[config.mk]
export PLATFORM = sky130hd
export DESIGN_NAME = hexemit_emitter
export DESIGN_NICKNAME = d
export VERILOG_FILES = /design/src/rtl/hexemit_pkg.sv /design/src/rtl/hexemit_buffer.sv /design/src/rtl/hexemit_framer.sv /design/src/rtl/hexemit_emitter.sv
export SDC_FILE = /design/constraint.sdc
export NUM_CORES = 1
export LEC_CHECK = 0
export ABC_AREA = 1
export BUFFER_PORTS_ARGS = -buffer_cell sky130_fd_sc_hd__buf_2
export CAP_MARGIN = 20
export CORE_MARGIN = 4
export CORE_UTILIZATION = 28
export CTS_CLUSTER_SIZE = 40
export DETAILED_ROUTE_END_ITERATION = 7
export HOLD_SLACK_MARGIN = 0.02
export SYNTH_ARGS = -nofsm -noshare
export SYNTH_HDL_FRONTEND = slang
export SYNTH_SLANG_ARGS = --single-unit
[constraint.sdc]
create_clock -name clk -period 6.28 [get_ports clk]
set_input_delay 0.942 -clock clk [delete_from_list [all_inputs] [get_ports clk]]
set_output_delay 0.942 -clock clk [all_outputs]
set_load 0.02 [all_outputs]
[src/rtl/hexemit_pkg.sv]
package hexemit_pkg;

  typedef enum logic [2:0] {
    PH_IDLE,
    PH_COLON,
    PH_HI,
    PH_LO,
    PH_CR,
    PH_LF
  } phase_t;

  typedef enum logic [1:0] {
    ST_COLLECT,
    ST_UPPER,
    ST_DATA,
    ST_CLOSE
  } state_t;

  localparam logic [7:0] REC_DATA  = 8'h00;
  localparam logic [7:0] REC_EOF   = 8'h01;
  localparam logic [7:0] REC_UPPER = 8'h04;

  localparam logic [7:0] CH_COLON = 8'h3A;
  localparam logic [7:0] CH_CR    = 8'h0D;
  localparam logic [7:0] CH_LF    = 8'h0A;

  // Maps a nibble to its uppercase ASCII hex digit.
  function automatic logic [7:0] nib_to_ascii(input logic [3:0] n);
    return (n < 4'd10) ? (8'h30 + {4'h0, n}) : (8'h37 + {4'h0, n});
  endfunction

endpackage

[src/rtl/hexemit_buffer.sv]
module hexemit_buffer #(
  parameter int MAX_BYTES = 16
) (
  input  logic                                clk,
  input  logic                                rst_n,
  input  logic                                push,
  input  logic [31:0]                         push_addr,
  input  logic [7:0]                          push_data,
  input  logic                                clear,
  input  logic [7:0]                          rd_idx,
  output logic [7:0]                          rd_data,
  output logic [$clog2(MAX_BYTES+1)-1:0]      count,
  output logic [31:0]                         base_addr,
  output logic [31:0]                         next_addr
);
  localparam int CNT_W = $clog2(MAX_BYTES + 1);
  localparam int IDX_W = (MAX_BYTES > 1) ? $clog2(MAX_BYTES) : 1;
  localparam logic [CNT_W-1:0] FULL_CNT = CNT_W'(MAX_BYTES);
  localparam logic [7:0] MAX_IDX8 = 8'(MAX_BYTES);

  logic [7:0] mem [MAX_BYTES];

  always_ff @(posedge clk) begin
    if (push) mem[count[IDX_W-1:0]] <= push_data;
  end

  assign rd_data = (rd_idx < MAX_IDX8) ? mem[rd_idx[IDX_W-1:0]] : 8'h00;

  always_ff @(posedge clk) begin
    if (!rst_n) begin
      count     <= '0;
      base_addr <= '0;
      next_addr <= '0;
    end else if (clear) begin
      count <= '0;
    end else if (push) begin
      if (count == '0) base_addr <= push_addr;
      next_addr <= push_addr + 32'd1;
      count     <= count + 1'b1;
    end
  end

  // occupancy never exceeds the record limit
  a_r3_count_bound: assert property (@(posedge clk) disable iff (!rst_n)
    count <= FULL_CNT);
  // no byte is written into a full record
  a_r3_no_push_full: assert property (@(posedge clk) disable iff (!rst_n)
    push |-> count != FULL_CNT);
  // bytes joining an open record follow the previous address
  a_r4_contiguous: assert property (@(posedge clk) disable iff (!rst_n)
    (push && count != '0) |-> push_addr == next_addr);
  // no open record is extended across a 64 KiB boundary
  a_r5_no_wrap: assert property (@(posedge clk) disable iff (!rst_n)
    (push && count != '0) |-> push_addr[15:0] != 16'h0000);

endmodule

[src/rtl/hexemit_framer.sv]
module hexemit_framer
  import hexemit_pkg::*;
(
  input  logic        clk,
  input  logic        rst_n,
  input  logic        go,
  input  logic [7:0]  rec_type,
  input  logic [7:0]  rec_count,
  input  logic [15:0] rec_offset,
  output logic [7:0]  pay_idx,
  input  logic [7:0]  pay_byte,
  output logic        out_valid,
  input  logic        out_ready,
  output logic [7:0]  out_char,
  output logic        busy,
  output logic        done
);
  phase_t      phase;
  logic [8:0]  bidx;
  logic [7:0]  cnt_r;
  logic [15:0] off_r;
  logic [7:0]  typ_r;
  logic [7:0]  sum_r;
  logic [8:0]  last_idx;
  logic [8:0]  pay_idx9;
  logic [7:0]  cur_byte;
  logic        accept;

  assign last_idx = {1'b0, cnt_r} + 9'd4;
  assign pay_idx9 = bidx - 9'd4;
  assign pay_idx  = pay_idx9[7:0];

  always_comb begin
    if (bidx == 9'd0)           cur_byte = cnt_r;
    else if (bidx == 9'd1)      cur_byte = off_r[15:8];
    else if (bidx == 9'd2)      cur_byte = off_r[7:0];
    else if (bidx == 9'd3)      cur_byte = typ_r;
    else if (bidx == last_idx)  cur_byte = 8'h00 - sum_r;
    else                        cur_byte = pay_byte;
  end

  always_comb begin
    case (phase)
      PH_COLON: out_char = CH_COLON;
      PH_HI:    out_char = nib_to_ascii(cur_byte[7:4]);
      PH_LO:    out_char = nib_to_ascii(cur_byte[3:0]);
      PH_CR:    out_char = CH_CR;
      PH_LF:    out_char = CH_LF;
      default:  out_char = 8'h00;
    endcase
  end

  assign out_valid = (phase != PH_IDLE);
  assign busy      = out_valid;
  assign accept    = out_valid && out_ready;
  assign done      = accept && (phase == PH_LF);

  always_ff @(posedge clk) begin
    if (!rst_n) begin
      phase <= PH_IDLE;
      bidx  <= '0;
      cnt_r <= '0;
      off_r <= '0;
      typ_r <= '0;
      sum_r <= '0;
    end else begin
      case (phase)
        PH_IDLE: if (go) begin
          cnt_r <= rec_count;
          off_r <= rec_offset;
          typ_r <= rec_type;
          phase <= PH_COLON;
        end
        PH_COLON: if (accept) begin
          bidx  <= '0;
          sum_r <= '0;
          phase <= PH_HI;
        end
        PH_HI: if (accept) phase <= PH_LO;
        PH_LO: if (accept) begin
          sum_r <= sum_r + cur_byte;
          if (bidx == last_idx) phase <= PH_CR;
          else begin
            bidx  <= bidx + 9'd1;
            phase <= PH_HI;
          end
        end
        PH_CR: if (accept) phase <= PH_LF;
        PH_LF: if (accept) phase <= PH_IDLE;
        default: phase <= PH_IDLE;
      endcase
    end
  end

  // an offered character is held until the consumer takes it
  a_r8_hold: assert property (@(posedge clk) disable iff (!rst_n)
    (out_valid && !out_ready) |=> (out_valid && $stable(out_char)));

endmodule

[src/rtl/hexemit_emitter.sv]
module hexemit_emitter
  import hexemit_pkg::*;
#(
  parameter int MAX_BYTES = 16
) (
  input  logic        clk,
  input  logic        rst_n,
  input  logic        in_valid,
  output logic        in_ready,
  input  logic [31:0] in_addr,
  input  logic [7:0]  in_data,
  input  logic        flush,
  output logic        out_valid,
  input  logic        out_ready,
  output logic [7:0]  out_char
);
  localparam int CNT_W = $clog2(MAX_BYTES + 1);
  localparam logic [CNT_W-1:0] FULL_CNT = CNT_W'(MAX_BYTES);

  state_t             state;
  logic [15:0]        last_upper;
  logic               flush_pend;
  logic [CNT_W-1:0]   buf_count;
  logic [31:0]        buf_base;
  logic [31:0]        buf_next;
  logic [7:0]         rd_data;
  logic [7:0]         pay_idx;
  logic [7:0]         pay_byte;
  logic [7:0]         rec_type;
  logic [7:0]         rec_count;
  logic [15:0]        rec_offset;
  logic               fr_busy;
  logic               fr_done;
  logic               buf_empty;
  logic               buf_full;
  logic               brk;
  logic               close_rec;
  logic               push;
  logic               clear;

  assign buf_empty = (buf_count == '0);
  assign buf_full  = (buf_count == FULL_CNT);
  assign brk       = !buf_empty &&
                     ((in_addr != buf_next) || (buf_next[15:0] == 16'h0000));
  assign in_ready  = (state == ST_COLLECT) && !flush_pend && !buf_full && !brk;
  assign push      = in_valid && in_ready;
  assign close_rec = (state == ST_COLLECT) && !buf_empty &&
                     (buf_full || flush_pend || (in_valid && brk));
  assign clear     = (state == ST_DATA) && fr_done;

  always_comb begin
    rec_type   = REC_EOF;
    rec_count  = 8'h00;
    rec_offset = 16'h0000;
    pay_byte   = 8'h00;
    case (state)
      ST_UPPER: begin
        rec_type  = REC_UPPER;
        rec_count = 8'h02;
        pay_byte  = (pay_idx == 8'h00) ? buf_base[31:24] : buf_base[23:16];
      end
      ST_DATA: begin
        rec_type   = REC_DATA;
        rec_count  = 8'(buf_count);
        rec_offset = buf_base[15:0];
        pay_byte   = rd_data;
      end
      default: ;
    endcase
  end

  always_ff @(posedge clk) begin
    if (!rst_n) begin
      state      <= ST_COLLECT;
      last_upper <= '0;
      flush_pend <= 1'b0;
    end else begin
      if ((state == ST_CLOSE) && fr_done) flush_pend <= 1'b0;
      else if (flush)                    flush_pend <= 1'b1;
      case (state)
        ST_COLLECT: begin
          if (close_rec)
            state <= (buf_base[31:16] != last_upper) ? ST_UPPER : ST_DATA;
          else if (flush_pend && buf_empty)
            state <= ST_CLOSE;
        end
        ST_UPPER: if (fr_done) begin
          last_upper <= buf_base[31:16];
          state      <= ST_DATA;
        end
        ST_DATA: if (fr_done) state <= ST_COLLECT;
        ST_CLOSE: if (fr_done) begin
          last_upper <= '0;
          state      <= ST_COLLECT;
        end
        default: state <= ST_COLLECT;
      endcase
    end
  end

  hexemit_buffer #(.MAX_BYTES(MAX_BYTES)) buf_i (
    .clk       (clk),
    .rst_n     (rst_n),
    .push      (push),
    .push_addr (in_addr),
    .push_data (in_data),
    .clear     (clear),
    .rd_idx    (pay_idx),
    .rd_data   (rd_data),
    .count     (buf_count),
    .base_addr (buf_base),
    .next_addr (buf_next)
  );

  hexemit_framer framer_i (
    .clk        (clk),
    .rst_n      (rst_n),
    .go         (state != ST_COLLECT),
    .rec_type   (rec_type),
    .rec_count  (rec_count),
    .rec_offset (rec_offset),
    .pay_idx    (pay_idx),
    .pay_byte   (pay_byte),
    .out_valid  (out_valid),
    .out_ready  (out_ready),
    .out_char   (out_char),
    .busy       (fr_busy),
    .done       (fr_done)
  );

  // no input is taken while the framer is writing a line
  a_r9_quiet_while_busy: assert property (@(posedge clk) disable iff (!rst_n)
    fr_busy |-> !in_ready);
  // a data record is only written once its upper bits are announced
  a_r6_upper_announced: assert property (@(posedge clk) disable iff (!rst_n)
    (state == ST_DATA) |-> (last_upper == buf_base[31:16]));

endmodule

==> run_results.csv, run 1 <==
group,metric,value,unit
setup_path,slowest_delay,660,ps
routing,drt_pass1_iterations,5,
clocking,clock_latency,560,ps
setup_path,ff2ff_path_depth,21,
global_routing,grt_max_degree,76,
floorplan,fp.dieH,226,um
routing,num_vias,11000,
floorplan,rows,79,
clocking,cts.repair.resized,0,
floorplan,dieArea,51100,um2
synth,ys_types,55,
setup_path,rrSetupSlack,1960,ps
floorplan,fp.dieW,226,um
flow_run,cap_violations,0,
min_path,holdPathStages,2,
global_routing,grt_pass1_vias,10600,
setup_path,crit_slowest_cell,"nor2_1",
finish,area_growth,12.8,%
finish,fin_nets,1694,
routing,wire_per_inst,16.0,um
routing,drc,0,
synth,yosysTopAreaCell,"edfxtp_1",
timing,post-route-period-util,78.1,%
clocking,post_cts_buffers,0,
synth,synth_seq_area_share,48.6,%
synth,syn_inst,1607,
timing,slew_headroom,38.5,%
clocking,cts_tree,"done",
finish,num-fill-cells,4877,
setup_path,crit_arrival,3960,ps
floorplan,core,46800,um2
global_routing,grt_use_total,13.9,%
setup_path,rr_endpoint,"framer_i.sum_r[7]",
place,gp_congestion,0.893,
timing,clock_skew,15.9,ps
setup_path,end_kind,"output port",
timing,whs,468,ps
synth,post-synth-top-count-cell,"nand2_1",
timing,setup_ws,1370,ps
floorplan,floorplan.initialDensity,28.5,%
setup_path,path_class,"flip-flop to output port",
synth,ys_seq_elements,259,
place,portBuffers,53,
timing,fin_setup_tns,0,ps
timing,finalSetupViolCount,0,
timing,rsz0062_at_grt,"false",
setup_path,path_cells,"buf_4, ha_1, nand2_1, nor2_1, a21oi_1, a21boi_1, ha_1, inv_1, nor2_1, o21ai_0, nand2_1, buf_2",
pwr,power_leakage,5.87,nW
routing,first_iter_violations,950,
global_routing,grt_pass1_wl,58000,um
synth,async_flop_share,0,%
setup_path,worstPathMaxFanout,69,
routing,viasPerCell,4.87,
place,pre_cts_ws,1970,ps
synth,yosysTopAreaCellShare,28.9,%
min_path,worstHoldStart,"framer_i.off_r[1]",
clocking,clkTransAtPathRegs,60,ps
clocking,cts_hold_buf,0,
clocking,cts-root-buf,"clkbuf_16",
timing,tightest_slew,921,ps
pwr,power_density,317,nW/um2
min_path,min_to,"framer_i.off_r[1]",
setup_path,r2r_start,"framer_i.bidx[0]",
clocking,cts.sinks,259,
synth,synth_common_cells,"nand2_1, nand3_1, a21oi_1",
place,place_hpwl,24800,um
setup_path,required,5340,ps
clocking,clock_path_buffers,3,
synth,netlist_area,13300,um2
global_routing,grt_overflow_total,0,
min_path,min_path_type,"flip-flop to flip-flop",
clocking,numCtsBuffers,30,
timing,drv_slew,0,
timing,fmax,204,MHz
timing,fin_crit,4910,ps
synth,yosysWarningCount,0,
routing,drt-total-wl,36100,um
floorplan,ios,55,
synth,synth_nets,1681,
setup_path,startpoint_type,"flip-flop",
synth,yosys_most_used_dff,"dfxtp_1",
timing,finalHoldViolations,0,
clocking,h-tree-depth,1,
synth,synth_edf_count,128,
routing,ant_nets,0,
global_routing,antenna_found_initial,1,
pwr,max-vdd-ir-drop,0.184,mV
finish,n_antenna_cell,0,
status,outcome,"complete, no violations",
synth,yosys-top-cells-area,"edfxtp_1, dfxtp_1, nand2_1",
finish,drive_gt1_share,10.2,%
synth,synth.avg_cell_area,8.28,um2
worst max-delay path: cells and delay by family (launching register included):
| family | cells | cell delay (ps) |
|---|---|---|
| and+or+nand+nor | 4 | 1050 |
| AOI/OAI and AO/OA | 3 | 720 |
| DFF | 1 | 330 |
| buffers and inverters | 3 | 790 |
| adders and majority gates | 2 | 500 |
worst max-delay path by stage:
stage | start | endpoint | slack [ps] | depth (start not counted)
3_3_place_gp | framer_i.bidx[0] | framer_i.sum_r[7] | 2050 | 21
3_5_place_dp | framer_i.bidx[0] | out_char[4] | 1970 | 12
6_report | framer_i.bidx[0] | out_char[4] | 1370 | 12
4_1_cts | framer_i.bidx[0] | out_char[4] | 1360 | 12
2_1_floorplan | framer_i.bidx[2] | out_char[6] | 2430 | 23
5_1_grt | framer_i.bidx[0] | out_char[4] | 1080 | 12
cells in the final DEF (no fill, tap or decap), types with 3 or more instances in the layout:
master and instances:
a211oi_1 18, a21oi_1 141, a221oi_1 3, buf_2 53, buf_4 8, clkbuf_1 8, clkbuf_16 31, clkbuf_8 5
clkinv_1 4, clkinv_2 4, clkinvlp_4 3, dfxtp_1 130, edfxtp_1 128, ha_1 28, inv_1 115, inv_2 10
inv_6 3, nand2_1 419, nand2_2 9, nand2_4 6, nand3_1 224, nand3b_1 3, nand4_1 26, nor2_1 79
nor2_2 6, nor3_1 17, nor3_2 3, nor4_1 15, o21ai_0 23, o21ai_1 3, o22ai_1 5, or2_2 5
xnor2_1 17, xor2_1 57
layer usage:
layer,vias to the layer above,track usage [%],wire length (um)
met5,-,0,13
met1,5185,19.4,16700
met4,2,4.05,918
li1,5437,-,-
met2,269,22.7,16700
met3,57,1.78,1710
cell families (layout without fill, tap and decap cells):
kind of cell | after synthesis | count (layout) | share of synthesized area [%]
compound gates | 206 | 206 | 8.61
xor+xnor | 74 | 74 | 4.87
fa+ha+maj | 29 | 29 | 2.78
buf+inv | 211 | 247 | 6.79
flops | 259 | 259 | 48.6
other cells | 1 | 1 | 0.0282
simple gates | 827 | 827 | 28.3
registers in the layout, summed over array words and instances, names as in the netlist:
name / cells
buf_i.base_addr: 32
buf_i.count: 5
buf_i.mem: 128
buf_i.next_addr: 32
flush_pend: 1
framer_i.bidx: 9
framer_i.cnt_r: 5
framer_i.off_r: 16
framer_i.phase: 3
framer_i.sum_r: 8
framer_i.typ_r: 2
last_upper: 16
state: 2
per-stage QoR:
stage | instances | area (um2) | power [W] | utilization [%]
global placement | 2194 | 14000 | 0.00303 | 29.9
finish | 2250 | 15000 | 0.00476 | 32.1
global route | 2250 | 15000 | 0.00501 | 32.1
floorplan | 1607 | 13300 | 0.00276 | -
CTS | 2250 | 15000 | 0.00479 | 32.1
detailed placement | 2195 | 14000 | 0.00305 | 30.0
final cells by class:
class                   count  area (um2)  share of cell area (%)
repair buffers             62         353                    2.35
clock buffers              44         875                    5.83
multi-input cells        1137        5940                    39.6
clock inverters            11         118                   0.784
flip-flops and latches    259        6470                    43.1
well taps                 607         759                    5.06
inverters                 130         495                    3.30
where the power goes:
group / switching (W) / internal, W / leakage (nW) / total [W]
Combinational: 0.000729 / 0.000307 / 3.18 / 0.00104
Clock: 0.000693 / 0.00104 / 0.476 / 0.00174
Sequential: 0.0000884 / 0.00190 / 2.22 / 0.00198
Total: 0.00151 / 0.00325 / 5.87 / 0.00476
Note: power is estimated with default switching activity, not from simulation.
==> inputs of run 2 (changes only) <==
==> constraint.sdc (replaced) <==
create_clock -name clk -period 4.8 [get_ports clk]
set_input_delay 0.72 -clock clk [delete_from_list [all_inputs] [get_ports clk]]
set_output_delay 0.72 -clock clk [all_outputs]
set_load 0.02 [all_outputs]
==> run 2 against run 1 <==
Setup slack worse by 980 ps. Routed wire length is 1.4% higher. Clock power is 26% higher. Critical endpoint unchanged. Register-to-register slack worse by 1200 ps. Final cell count hardly changed. Worst hold slack worse by 1.5 ps. Sequential power is 31% higher. First-iteration DRC count is 7.4% lower. Final area is 0.15% lower. Clock skew is 9.0 ps higher. Highest routed layer is now met4. Non-clock buffer count is 3 higher.
==> run_results.csv, run 2 (synthesis results as in run 1) <==
group,metric,value,unit
min_path,holdPathStages,3,
global_routing,grt_max_degree,76,
routing,num_vias,11100,
pwr,power_leakage,5.88,nW
timing,fmax,227,MHz
pwr,max-vdd-ir-drop,0.267,mV
floorplan,rows,79,
finish,layout_common_cells,"nand2_1, nand3_1, a21oi_1, dfxtp_1, edfxtp_1",
setup_path,rrSetupSlack,770,ps
min_path,min_path_type,"input pin to flip-flop",
finish,n_antenna_cell,0,
timing,finalSetupViolCount,0,
setup_path,ff2ff_path_depth,25,
setup_path,slowest_delay,400,ps
routing,drt-total-wl,36600,um
setup_path,path_delay_family,"simple AND/OR/NAND/NOR gates",
clocking,post_cts_buffers,0,
setup_path,path_cells,"buf_4, ha_1, inv_1, nor3_2, nor2_4, o21ai_1, inv_1, nand2_1, nand2_1, a21boi_1, ha_1, inv_1, nor2_1, o21ai_0, nand2_1, buf_2",
finish,largest_reg_flops,128,
timing,fin_crit,4410,ps
flow_run,cap_violations,0,
clocking,clock_latency,560,ps
timing,slew_headroom,31.7,%
setup_path,crit_slowest_cell,"buf_4",
setup_path,worstPathMaxFanout,36,
place,place_hpwl,25100,um
finish,final_common_cell,"nand2_1",
global_routing,grt_pass1_vias,10600,
place,gp_congestion,0.886,
setup_path,path_class,"flip-flop to output port",
timing,tightest_slew,1020,ps
setup_path,crit_arrival,3690,ps
finish,fin_nets,1695,
clocking,clock_path_buffers,3,
pwr,power_density,410,nW/um2
floorplan,dieArea,51100,um2
global_routing,grt_pass1_wl,58300,um
timing,drv_slew,0,
floorplan,ios,55,
clocking,cts_hold_buf,0,
floorplan,fp.dieW,226,um
clocking,cts_tree,"done",
finish,drive_gt1_share,10.4,%
routing,first_iter_violations,880,
clocking,numCtsBuffers,28,
global_routing,antenna_found_initial,0,
global_routing,grtUsageMet3,1.98,%
setup_path,startpoint_type,"flip-flop",
clocking,cts.sinks,259,
global_routing,grt_overflow_total,0,
routing,viasPerCell,4.95,
setup_path,r2r_start,"framer_i.bidx[1]",
timing,whs,467,ps
floorplan,floorplan.initialDensity,28.5,%
timing,post-route-period-util,91.8,%
floorplan,fp.dieH,226,um
global_routing,grt_use_total,14.0,%
setup_path,path_depth,16,
routing,drc,0,
setup_path,end_kind,"output port",
floorplan,core,46800,um2
routing,ant_nets,0,
clocking,h-tree-depth,1,
global_routing,use_met1,19.3,%
min_path,min_to,"buf_i.base_addr[31]",
setup_path,rr_endpoint,"framer_i.sum_r[7]",
place,portBuffers,53,
timing,finalHoldViolations,0,
min_path,worstHoldStart,"in_addr[31]",
finish,area_growth,12.6,%
finish,utilization,32.1,%
setup_path,worst-path-buf-inv,5,
clocking,cts-root-buf,"clkbuf_16",
finish,num-fill-cells,4880,
setup_path,required,4080,ps
routing,drt_pass1_iterations,6,
global_routing,busiest_layer,"met2",
timing,rsz0062_at_grt,"false",
timing,clock_skew,24.9,ps
status,outcome,"complete, no violations",
clocking,cts.repair.resized,0,
clocking,clkTransAtPathRegs,60,ps
timing,fin_setup_tns,0,ps
global_routing,gr-usage-met2,22.9,%
routing,wire_per_inst,16.3,um
## run 2: cell count changes in the layout (fill, tap and decap cells not counted), sizes merged
cell / delta
clkinvlp: -3
clkbuf: -1
clkinv: +3
bufinv: -1
inv: -2
buf: +3
## run 2: power by group
group	leakage [nW]	internal, W	switching [W]
combinational	3.19	0.000399	0.000958
sequential	2.22	0.00248	0.000118
clock	0.469	0.00130	0.000893
total	5.88	0.00418	0.00197
## run 2: worst max-delay path by stage
| stage | startpoint | endpoint | slack [ps] |
|---|---|---|---|
| global route | framer_i.bidx[2] | out_char[4] | 100 |
| CTS | framer_i.bidx[1] | out_char[4] | 410 |
| global placement | framer_i.bidx[2] | framer_i.sum_r[7] | 890 |
| finish | framer_i.bidx[1] | out_char[4] | 390 |
| detailed placement | framer_i.bidx[1] | framer_i.sum_r[7] | 770 |
| floorplan | framer_i.bidx[2] | framer_i.sum_r[7] | 1120 |
## run 2: stage by stage
step           instances  setup WS [ps]  instance area [um2]  total power (W)
2_1_floorplan       1607           1120                13300          0.00361
3_3_place_gp        2198            892                14000          0.00397
3_5_place_dp        2198            775                14000          0.00399
4_1_cts             2249            412                15000          0.00618
5_1_grt             2249           96.3                15000          0.00645
6_report            2249            393                15000          0.00614
## run 2: area by class of cell
cell class                 instances  area, um2  share of cell area [%]
tap                              607        759                    5.07
clock buffer                      43        870                    5.80
inverter                         130        495                    3.31
multi-input combinational       1137       5940                    39.6
clock inverter                     8       72.6                   0.484
timing repair buffer              65        380                    2.54
sequential                       259       6470                    43.2
## run 2: metal layers
metal,vias up,routed length [um]
met1,5256,16500
met2,380,16900
met4,0,991
met5,-,0
met3,65,2160
li1,5428,-
## run 2: worst reg2reg max path: cells and delay by family, from the launching register on
family	cells	cell delay [ps]
AO/OA/AOI/OAI	5	880
flip-flops	1	330
buffers and inverters	5	670
AND/OR/NAND/NOR	13	1420
adder cells (fa/ha/maj)	2	600
